[config.mk]
export PLATFORM = sky130hd
export DESIGN_NAME = udiv_dual
export DESIGN_NICKNAME = d
export VERILOG_FILES = /design/src/rtl/udiv_pkg.sv /design/src/rtl/udiv_step.sv /design/src/rtl/udiv_ctrl.sv /design/src/rtl/udiv_core.sv /design/src/rtl/udiv_dual.sv
export SDC_FILE = /design/constraint.sdc
export NUM_CORES = 1
export LEC_CHECK = 0
export ABC_CLOCK_PERIOD_IN_PS = 4800
export BUFFER_PORTS_ARGS = -buffer_cell sky130_fd_sc_hd__buf_2
export CELL_PAD_IN_SITES_DETAIL_PLACEMENT = 0
export CELL_PAD_IN_SITES_GLOBAL_PLACEMENT = 1
export CORE_MARGIN = 2
export CORE_UTILIZATION = 40
export DETAILED_ROUTE_END_ITERATION = 8
export PLACE_DENSITY = 0.76
export SLEW_MARGIN = 20
export SYNTH_ARGS = -nofsm -noshare
export SYNTH_HDL_FRONTEND = slang
export SYNTH_HIERARCHICAL = 1
export SYNTH_SLANG_ARGS = --single-unit
[constraint.sdc]
create_clock -name clk -period 4.8 [get_ports clk]
set_input_delay 0.48 -clock clk [delete_from_list [all_inputs] [get_ports clk]]
set_output_delay 0.48 -clock clk [all_outputs]
set_load 0.01 [all_outputs]
[src/rtl/udiv_pkg.sv]
package udiv_pkg;

    typedef enum logic [1:0] {
        ST_IDLE = 2'd0,
        ST_RUN  = 2'd1,
        ST_FIN  = 2'd2
    } udiv_state_e;

    localparam logic MODE_HALF = 1'b0;
    localparam logic MODE_FULL = 1'b1;

endpackage

[src/rtl/udiv_step.sv]
// One restoring division step: shift one dividend bit into the partial
// remainder and subtract the divisor when it fits.
module udiv_step #(
    parameter int W = 32
) (
    input  logic [W-1:0] rem_in,
    input  logic         bit_in,
    input  logic [W-1:0] dvs,
    output logic [W-1:0] rem_out,
    output logic         q_bit
);

    logic [W:0]   trial;
    logic [W-1:0] diff;

    always_comb begin
        trial   = {rem_in, bit_in};
        // Modular difference is exact whenever the divisor fits.
        diff    = trial[W-1:0] - dvs;
        q_bit   = (trial >= {1'b0, dvs});
        rem_out = q_bit ? diff : trial[W-1:0];
    end

endmodule

[src/rtl/udiv_ctrl.sv]
module udiv_ctrl
    import udiv_pkg::*;
#(
    parameter int NARROW_ITERS = 8,
    parameter int WIDE_ITERS   = 16
) (
    input  logic clk,
    input  logic rst_n,
    input  logic start,
    input  logic wide,
    output logic load,
    output logic step_en,
    output logic finish
);

    localparam int CW = $clog2(WIDE_ITERS + 1);

    udiv_state_e    state, nstate;
    logic [CW-1:0]  iter_left;

    // State register.
    always_ff @(posedge clk or negedge rst_n) begin
        if (!rst_n) begin
            state <= ST_IDLE;
        end else begin
            state <= nstate;
        end
    end

    always_comb begin
        nstate = state;
        unique case (state)
            ST_IDLE: if (start) nstate = ST_RUN;
            ST_RUN:  if (iter_left == CW'(1)) nstate = ST_FIN;
            ST_FIN:  nstate = ST_IDLE;
            default: nstate = ST_IDLE;
        endcase
    end

    // Iteration counter, loaded per mode on acceptance.
    always_ff @(posedge clk or negedge rst_n) begin
        if (!rst_n) begin
            iter_left <= '0;
        end else if (load) begin
            iter_left <= (wide == MODE_FULL) ? CW'(WIDE_ITERS) : CW'(NARROW_ITERS);
        end else if (step_en) begin
            iter_left <= iter_left - CW'(1);
        end
    end

    // Outputs.
    always_comb begin
        load    = 1'b0;
        step_en = 1'b0;
        finish  = 1'b0;
        unique case (state)
            ST_IDLE: load    = start;
            ST_RUN:  step_en = 1'b1;
            ST_FIN:  finish  = 1'b1;
            default: ;
        endcase
    end

endmodule

[src/rtl/udiv_core.sv]
module udiv_core
    import udiv_pkg::*;
#(
    parameter int HALF_W = 16,
    parameter int STEPS  = 2
) (
    input  logic                  clk,
    input  logic                  rst_n,
    input  logic                  load,
    input  logic                  step_en,
    input  logic                  wide,
    input  logic [HALF_W-1:0]     dvd_lo,
    input  logic [HALF_W-1:0]     dvd_hi,
    input  logic [HALF_W-1:0]     dvs_lo,
    input  logic [HALF_W-1:0]     dvs_hi,
    output logic [2*HALF_W-1:0]   quo_acc,
    output logic [2*HALF_W-1:0]   rem_acc,
    output logic                  zero_dvs,
    output logic                  wide_r
);

    localparam int FULL_W = 2 * HALF_W;

    logic [FULL_W-1:0]            dvs_r;
    logic [FULL_W-1:0]            dvs_load;
    logic [STEPS:0][FULL_W-1:0]   rem_chain;
    logic [STEPS:0][FULL_W-1:0]   quo_chain;
    logic [STEPS-1:0]             qb;

    assign dvs_load     = (wide == MODE_FULL) ? {dvs_hi, dvs_lo}
                                              : {{HALF_W{1'b0}}, dvs_lo};
    assign rem_chain[0] = rem_acc;
    assign quo_chain[0] = quo_acc;

    for (genvar g = 0; g < STEPS; g++) begin : g_step
        udiv_step #(.W(FULL_W)) u_step (
            .rem_in  (rem_chain[g]),
            .bit_in  (quo_chain[g][FULL_W-1]),
            .dvs     (dvs_r),
            .rem_out (rem_chain[g+1]),
            .q_bit   (qb[g])
        );
        assign quo_chain[g+1] = {quo_chain[g][FULL_W-2:0], qb[g]};
    end

    always_ff @(posedge clk or negedge rst_n) begin
        if (!rst_n) begin
            quo_acc  <= '0;
            rem_acc  <= '0;
            dvs_r    <= '0;
            zero_dvs <= 1'b0;
            wide_r   <= MODE_HALF;
        end else if (load) begin
            rem_acc  <= '0;
            // Half-width dividends are left-justified so that the same
            // shift path serves both modes.
            quo_acc  <= (wide == MODE_FULL) ? {dvd_hi, dvd_lo}
                                            : {dvd_lo, {HALF_W{1'b0}}};
            dvs_r    <= dvs_load;
            zero_dvs <= (dvs_load == '0);
            wide_r   <= wide;
        end else if (step_en) begin
            quo_acc  <= quo_chain[STEPS];
            rem_acc  <= rem_chain[STEPS];
        end
    end

endmodule

[src/rtl/udiv_dual.sv]
module udiv_dual
    import udiv_pkg::*;
#(
    parameter int HALF_W          = 16,
    parameter int STEPS_PER_CYCLE = 2
) (
    input  logic              clk,
    input  logic              rst_n,
    input  logic              start,
    input  logic              wide,
    input  logic [HALF_W-1:0] dvd_lo,
    input  logic [HALF_W-1:0] dvd_hi,
    input  logic [HALF_W-1:0] dvs_lo,
    input  logic [HALF_W-1:0] dvs_hi,
    output logic [HALF_W-1:0] quo_lo,
    output logic [HALF_W-1:0] quo_hi,
    output logic [HALF_W-1:0] rem_lo,
    output logic [HALF_W-1:0] rem_hi,
    output logic              done
);

    localparam int FULL_W       = 2 * HALF_W;
    localparam int NARROW_ITERS = HALF_W / STEPS_PER_CYCLE;
    localparam int WIDE_ITERS   = FULL_W / STEPS_PER_CYCLE;

    logic              load, step_en, finish;
    logic [FULL_W-1:0] quo_acc, rem_acc;
    logic              zero_dvs, wide_r;

    udiv_ctrl #(
        .NARROW_ITERS (NARROW_ITERS),
        .WIDE_ITERS   (WIDE_ITERS)
    ) u_ctrl (
        .clk     (clk),
        .rst_n   (rst_n),
        .start   (start),
        .wide    (wide),
        .load    (load),
        .step_en (step_en),
        .finish  (finish)
    );

    udiv_core #(
        .HALF_W (HALF_W),
        .STEPS  (STEPS_PER_CYCLE)
    ) u_core (
        .clk      (clk),
        .rst_n    (rst_n),
        .load     (load),
        .step_en  (step_en),
        .wide     (wide),
        .dvd_lo   (dvd_lo),
        .dvd_hi   (dvd_hi),
        .dvs_lo   (dvs_lo),
        .dvs_hi   (dvs_hi),
        .quo_acc  (quo_acc),
        .rem_acc  (rem_acc),
        .zero_dvs (zero_dvs),
        .wide_r   (wide_r)
    );

    // Result registers: written once per operation, at the finishing edge.
    always_ff @(posedge clk or negedge rst_n) begin
        if (!rst_n) begin
            quo_lo <= '0;
            quo_hi <= '0;
            rem_lo <= '0;
            rem_hi <= '0;
            done   <= 1'b0;
        end else begin
            done <= finish;
            if (finish) begin
                quo_lo <= zero_dvs ? {HALF_W{1'b1}} : quo_acc[HALF_W-1:0];
                rem_lo <= rem_acc[HALF_W-1:0];
                if (wide_r == MODE_FULL) begin
                    quo_hi <= zero_dvs ? {HALF_W{1'b1}} : quo_acc[FULL_W-1:HALF_W];
                    rem_hi <= rem_acc[FULL_W-1:HALF_W];
                end
            end
        end
    end

endmodule

After elaboration in Yosys (flattened, before gate mapping):

Index checks and enable logic that the tools add are counted.

* memories kept: 0
* ROM bits: 0
* bits in latches: 0
* register bits after elaboration: 170
* memory bits (writable): 0

* div/mod/pow operators: 0
* multipliers: 0
* reductions and logical operators: 5
* bitwise operators: 0
* add/subtract/negate cells: 3
* muxes and demuxes: 19
* magnitude comparators: 2
* equality and inequality tests: 5
* shift operators: 0

Operators by type and width (count)
* 32-bit two-way mux: 8
* 33-bit by 32-bit greater-or-equal comparator with 1-bit output: 2
* 32-bit subtractor: 2
* 32-bit zero test: 1
* 16-bit two-way mux: 2
* 5-bit two-way mux: 3
* 5-bit by 1-bit == test with 1-bit output (second input constant): 1
* 5-bit by 1-bit subtractor with 5-bit output (second input constant): 1
* 2-bit two-way mux: 2
* 2-bit one-hot mux with 2 select lines: 1
* 2-bit AND reduction: 2
* 1-bit two-way mux: 3
* 2-bit by 1-bit == test with 1-bit output (second input constant): 1
* 2-bit == test (second input constant): 1
* 2-bit zero test: 1
* 2-bit by 1-bit inequality test with 1-bit output (second input constant): 1
* 2-bit inequality test (second input constant): 1
* 2-bit nonzero test: 1

Depth between registers and ports, before layout:

* word-level depth: 6
* depth in mapped cells: 28
* depth with buffers taken out: 23

Hierarchy:

Netlist, hierarchy kept.

By module, submodules not included
* udiv_step: times used 2, seq. area each 0.0 um2, cells each 323, area each 2331.0 um2
* udiv_core: times used 1, seq. area each 2452.4 um2, cells each 416, area each 4625.7 um2
* udiv_dual: times used 1, seq. area each 1626.6 um2, cells each 210, area each 2578.7 um2
* udiv_ctrl: times used 1, seq. area each 175.2 um2, cells each 37, area each 382.9 um2

Worst setup path after synthesis:

OpenSTA, ideal clock, no wires.

* path type: register -> register
* from: register u_core.rem_acc[9]
* to: register u_core.rem_acc[21]
* data arrival time: 5.174 ns
* setup slack: -0.495 ns
* required time: 4.679 ns
* setup time: 0.121 ns
* cell stages (with the launch flop): 27
* cells stage by stage: dfrtp_1 -> ha_1 -> clkbuf_1 -> nand4_1 -> nor3_1 -> o211ai_1 -> nor4b_4 -> o21ai_2 -> a31oi_4 -> o21a_4 -> inv_2 -> buf_6 -> mux2_2 -> ha_1 -> a21oi_2 -> a211oi_1 -> or3_4 -> nor4b_4 -> o21ai_2 -> a31oi_4 -> o21a_4 -> inv_2 -> buf_6 -> buf_12 -> mux2_4 -> mux2i_1 -> nor2_1

RTL lines
* from (decl): RTL line udiv_core.sv:17 `output logic [2*HALF_W-1:0] rem_acc,`
* from (signal assigned): RTL line udiv_core.sv:64 `rem_acc <= rem_chain[STEPS];`

==> results.cfg <==
[status]
violations = negative setup slack
status = complete, but fails checks

[global_route]
grt_overflow_total = 0
track_usage_pct = 24.0
grt_first_pass_wirelength_um = 59400
antenna_found_initial = 1
grt_max_degree = 105
grt_pass1_vias = 11150

[layout]
fin_area_um2 = 16100
area_delta_synth_final_pct = 31.3
regArea_um2 = 4260
nFillCells = 2774
final_layout_size_suffix_gt1_share_pct = 38.3
finish.net_count = 1783
multi_input_area_um2 = 7380

[synth]
avgSynthCellArea_um2 = 9.36
synthArstFlopShare_pct = 100
synth_cell_types = 68
synth_nets = 1445
ys_ff_latch = 170
netlist_instances = 1309
synth_top_flop_cell = dfrtp_1
synth-edff-count = 0
ys_seq_area_share_pct = 34.7
yosysWarnings = 6
synthesis.area_um2 = 12200

[clock_tree]
cts_buffer_depth = 2
clkLatencyLatePin_ns = 0.47
cts_buffers = 17
clk_pin_slew_ns = 0.08
cts.sinks = 170
cts_tree = yes
htree_levels = 4
postCtsHoldBufs = 0
clockRootBuffer = clkbuf_16

[place]
dpl_cell_area_um2 = 14900
portBuffers = 132
gp_congestion = 0.916
dp_hpwl_um = 27500

[floorplanning]
design.die.area_um2 = 32000
fp.coreArea_um2 = 30300
die_w_um = 179
rows = 64
pin_count = 133
die_h_um = 179
start_util_pct = 40.4

[sta]
setup-violations-final = 33
slew_headroom_pct = 43.3
rsz0062_at_grt = true
whs_ns = 0.0251
drv_slew = 0
post-route-period-util_pct = 110
finClkSkew_ns = 0.0195
layout_min_cycle_time_ns = 5.29
worst_slack_ns = -0.492
max_slew.worst_pin.slew_ns = 0.843
hold_viol = 0
fmax_mhz = 189

[setup_path]
rr_worst_depth = 26
cp_max_fo = 6
worstSetupPathType = flip-flop to flip-flop
arrival_ns = 5.60
crit_buf_inv = 6
cpLargestDelayFamily = simple AND/OR/NAND/NOR gates
cp_slowest_cell = or3_4
slowest_delay_ns = 0.41
r2r_slack_ns = -0.49
cp-end-kind = flip-flop
rr_endpoint = u_core/rem_acc[31]$_DFFE_PN0P_
cp-start-kind = flip-flop
rr_startpoint = u_core/dvs_r[11]$_DFFE_PN0P_
cp_data_required_time_ns = 5.11

[routing]
wl_per_cell_um = 18.1
first_pass_iters = 5
ant_nets = 0
remaining_drc_errors = 0
routed_wl_um = 37200
via_count = 10788
viasPerCell = 5.24
drt_iter0_markers = 619

[worst_hold_path]
hold_path.class = primary input to asynchronous set/reset pin

[flow_run]
max-cap-violations = 0
cell usage in the layout, fill, tap and decap left out, types with 7 or more instances in the layout:
cell / Yosys / routed
mux2_2: 60 / 52
a31oi_1: 11 / 9
o21a_1: 8 / 8
a211oi_1: 15 / 12
ha_4: 0 / 20
clkbuf_16: 0 / 17
a211oi_2: 7 / 10
mux2_4: 31 / 39
nor2b_1: 29 / 28
a21o_1: 18 / 18
xor2_1: 16 / 16
buf_4: 39 / 279
nor2_1: 130 / 129
o21ai_0: 29 / 28
o21bai_1: 8 / 8
nand2_1: 83 / 82
inv_8: 0 / 7
ha_1: 66 / 45
dfrtp_1: 170 / 169
nor3_1: 15 / 12
buf_2: 21 / 131
inv_1: 100 / 99
a21oi_1: 116 / 112
mux2_1: 17 / 17
nor4_1: 9 / 8
nand3_1: 17 / 14
xnor2_1: 36 / 36
nand4_1: 19 / 19
mux2i_1: 70 / 69
o21ai_1: 32 / 33
registers in the layout (all words and copies together) (netlist names), 2 cells and up:
register          flops
rem_hi               16
rem_lo               16
u_core/quo_acc       32
u_core/dvs_r         32
u_ctrl/state          2
quo_lo               16
u_ctrl/iter_left      5
u_core/rem_acc       32
quo_hi               16
repair_timing:
action,4_1_cts,5_1_grt
cloned,2,0
endpoints found under the hold margin,0,0
pin swaps,14,11
gates resized for setup,55,17
setup endpoints to repair,33,33
setup buffers,8,6
worst register-to-register path, cell delays in order, from the launching register on:
cell and delay, ns:
dfrtp_1 0.38, inv_1 0.10, ha_4 0.23, nand4_1 0.16, a211oi_2 0.06, or3_4 0.41, nor4b_4 0.25, buf_4 0.19
o21ai_4 0.06, a31oi_4 0.16, o21a_4 0.18, inv_6 0.05, buf_12 0.14, buf_6 0.11, mux2_4 0.31, ha_4 0.22
nand4_1 0.13, a211oi_2 0.06, or3_4 0.41, nor4b_4 0.34, and2b_2 0.30, a31o_4 0.26, buf_6 0.12, nor3b_4 0.21
o41ai_4 0.09, mux2i_1 0.15, nor2_1 0.06
synthesized netlist by cell type (all sizes together) (3+ instances only):
master | count | area [um2]
mux2i | 70 | 701
o41ai | 4 | 35.0
xnor2 | 36 | 315
nand2 | 83 | 312
dfrtp | 170 | 4250
o21a | 10 | 90.1
clkbuf | 26 | 97.6
o2111ai | 4 | 35.0
and2 | 6 | 40.0
nand3 | 17 | 85.1
a31oi | 13 | 111
xor2 | 16 | 140
o211ai | 6 | 45.0
and2b | 3 | 23.8
a21oi | 118 | 598
ha | 66 | 826
a21o | 18 | 135
a31o | 6 | 52.6
a211oi | 22 | 200
mux2 | 108 | 1330
nor4b | 3 | 56.3
nor3 | 16 | 85.1
buf | 76 | 604
o21bai | 9 | 71.3
nand4 | 19 | 119
a21boi | 6 | 45.0
nor2 | 130 | 488
and3 | 7 | 43.8
nor4 | 9 | 56.3
inv | 104 | 390
o21ai | 63 | 323
a22o | 3 | 26.3
nor2b | 29 | 181
a221oi | 4 | 35.0
nor3b | 8 | 65.1
cell type report:
class | instances | share of cell area, %
Antenna cell | 1 | 0.0156
Clock buffer | 18 | 2.73
Clock inverter | 14 | 1.07
Inverter | 104 | 2.51
Multi-Input combinational cell | 933 | 45.9
Sequential cell | 170 | 26.5
Tap cell | 396 | 3.08
Timing Repair Buffer | 421 | 18.3
cells by family (layout without fill, tap and decap cells):
| family | Yosys count | count (layout) | share of synthesized area, % |
|---|---|---|---|
| compound gates | 300 | 300 | 15.9 |
| xor+xnor | 52 | 52 | 3.72 |
| fa+ha+maj | 68 | 68 | 7.07 |
| buf+inv | 206 | 557 | 8.92 |
| flops | 170 | 170 | 34.7 |
| mux | 178 | 178 | 16.6 |
| other cells | 0 | 1 | 0 |
| simple gates | 335 | 335 | 13.1 |
per-stage QoR:
stage	worst slack [ns]	utilization, %	cells	setup TNS [ns]
6_report	-0.492	53.0	2057	-12.76
5_1_grt	-0.734	53.0	2056	-20.71
4_1_cts	-0.400	52.7	2052	-11.22
3_5_place_dp	-0.615	49.1	2010	-18.08
3_3_place_gp	-0.546	49.1	2010	-16.55
2_1_floorplan	-0.381	-	1309	-8.39
worst max-delay path by stage:
stage	from	to	slack, ns	cells after the start
6_report	u_core/dvs_r[11]$_DFFE_PN0P_	u_core/rem_acc[31]$_DFFE_PN0P_	-0.49	26
5_1_grt	u_core/dvs_r[11]$_DFFE_PN0P_	u_core/rem_acc[31]$_DFFE_PN0P_	-0.73	25
4_1_cts	u_core/rem_acc[6]$_DFFE_PN0P_	u_core/rem_acc[11]$_DFFE_PN0P_	-0.40	26
3_5_place_dp	u_core/dvs_r[11]$_DFFE_PN0P_	u_core/rem_acc[22]$_DFFE_PN0P_	-0.61	25
3_3_place_gp	u_core/quo_acc[31]$_DFFE_PN0P_	u_core/rem_acc[27]$_DFFE_PN0P_	-0.55	22
2_1_floorplan	u_core/rem_acc[9]$_DFFE_PN0P_	u_core/rem_acc[21]$_DFFE_PN0P_	-0.38	27
layer usage:
metal,up-vias,global-route usage [%],routed length [um],share of wire (%)
li1,5232,-,-,-
met1,5216,31.2,16400,44
met2,276,39.4,17600,47
met3,62,4.86,2040,5.5
met4,2,8.88,1100,3.0
met5,-,0,13,0.035
Power is left out: the tool's default activity adds up to more than one toggle a clock period on the data nets, which glitch-free logic cannot reach.
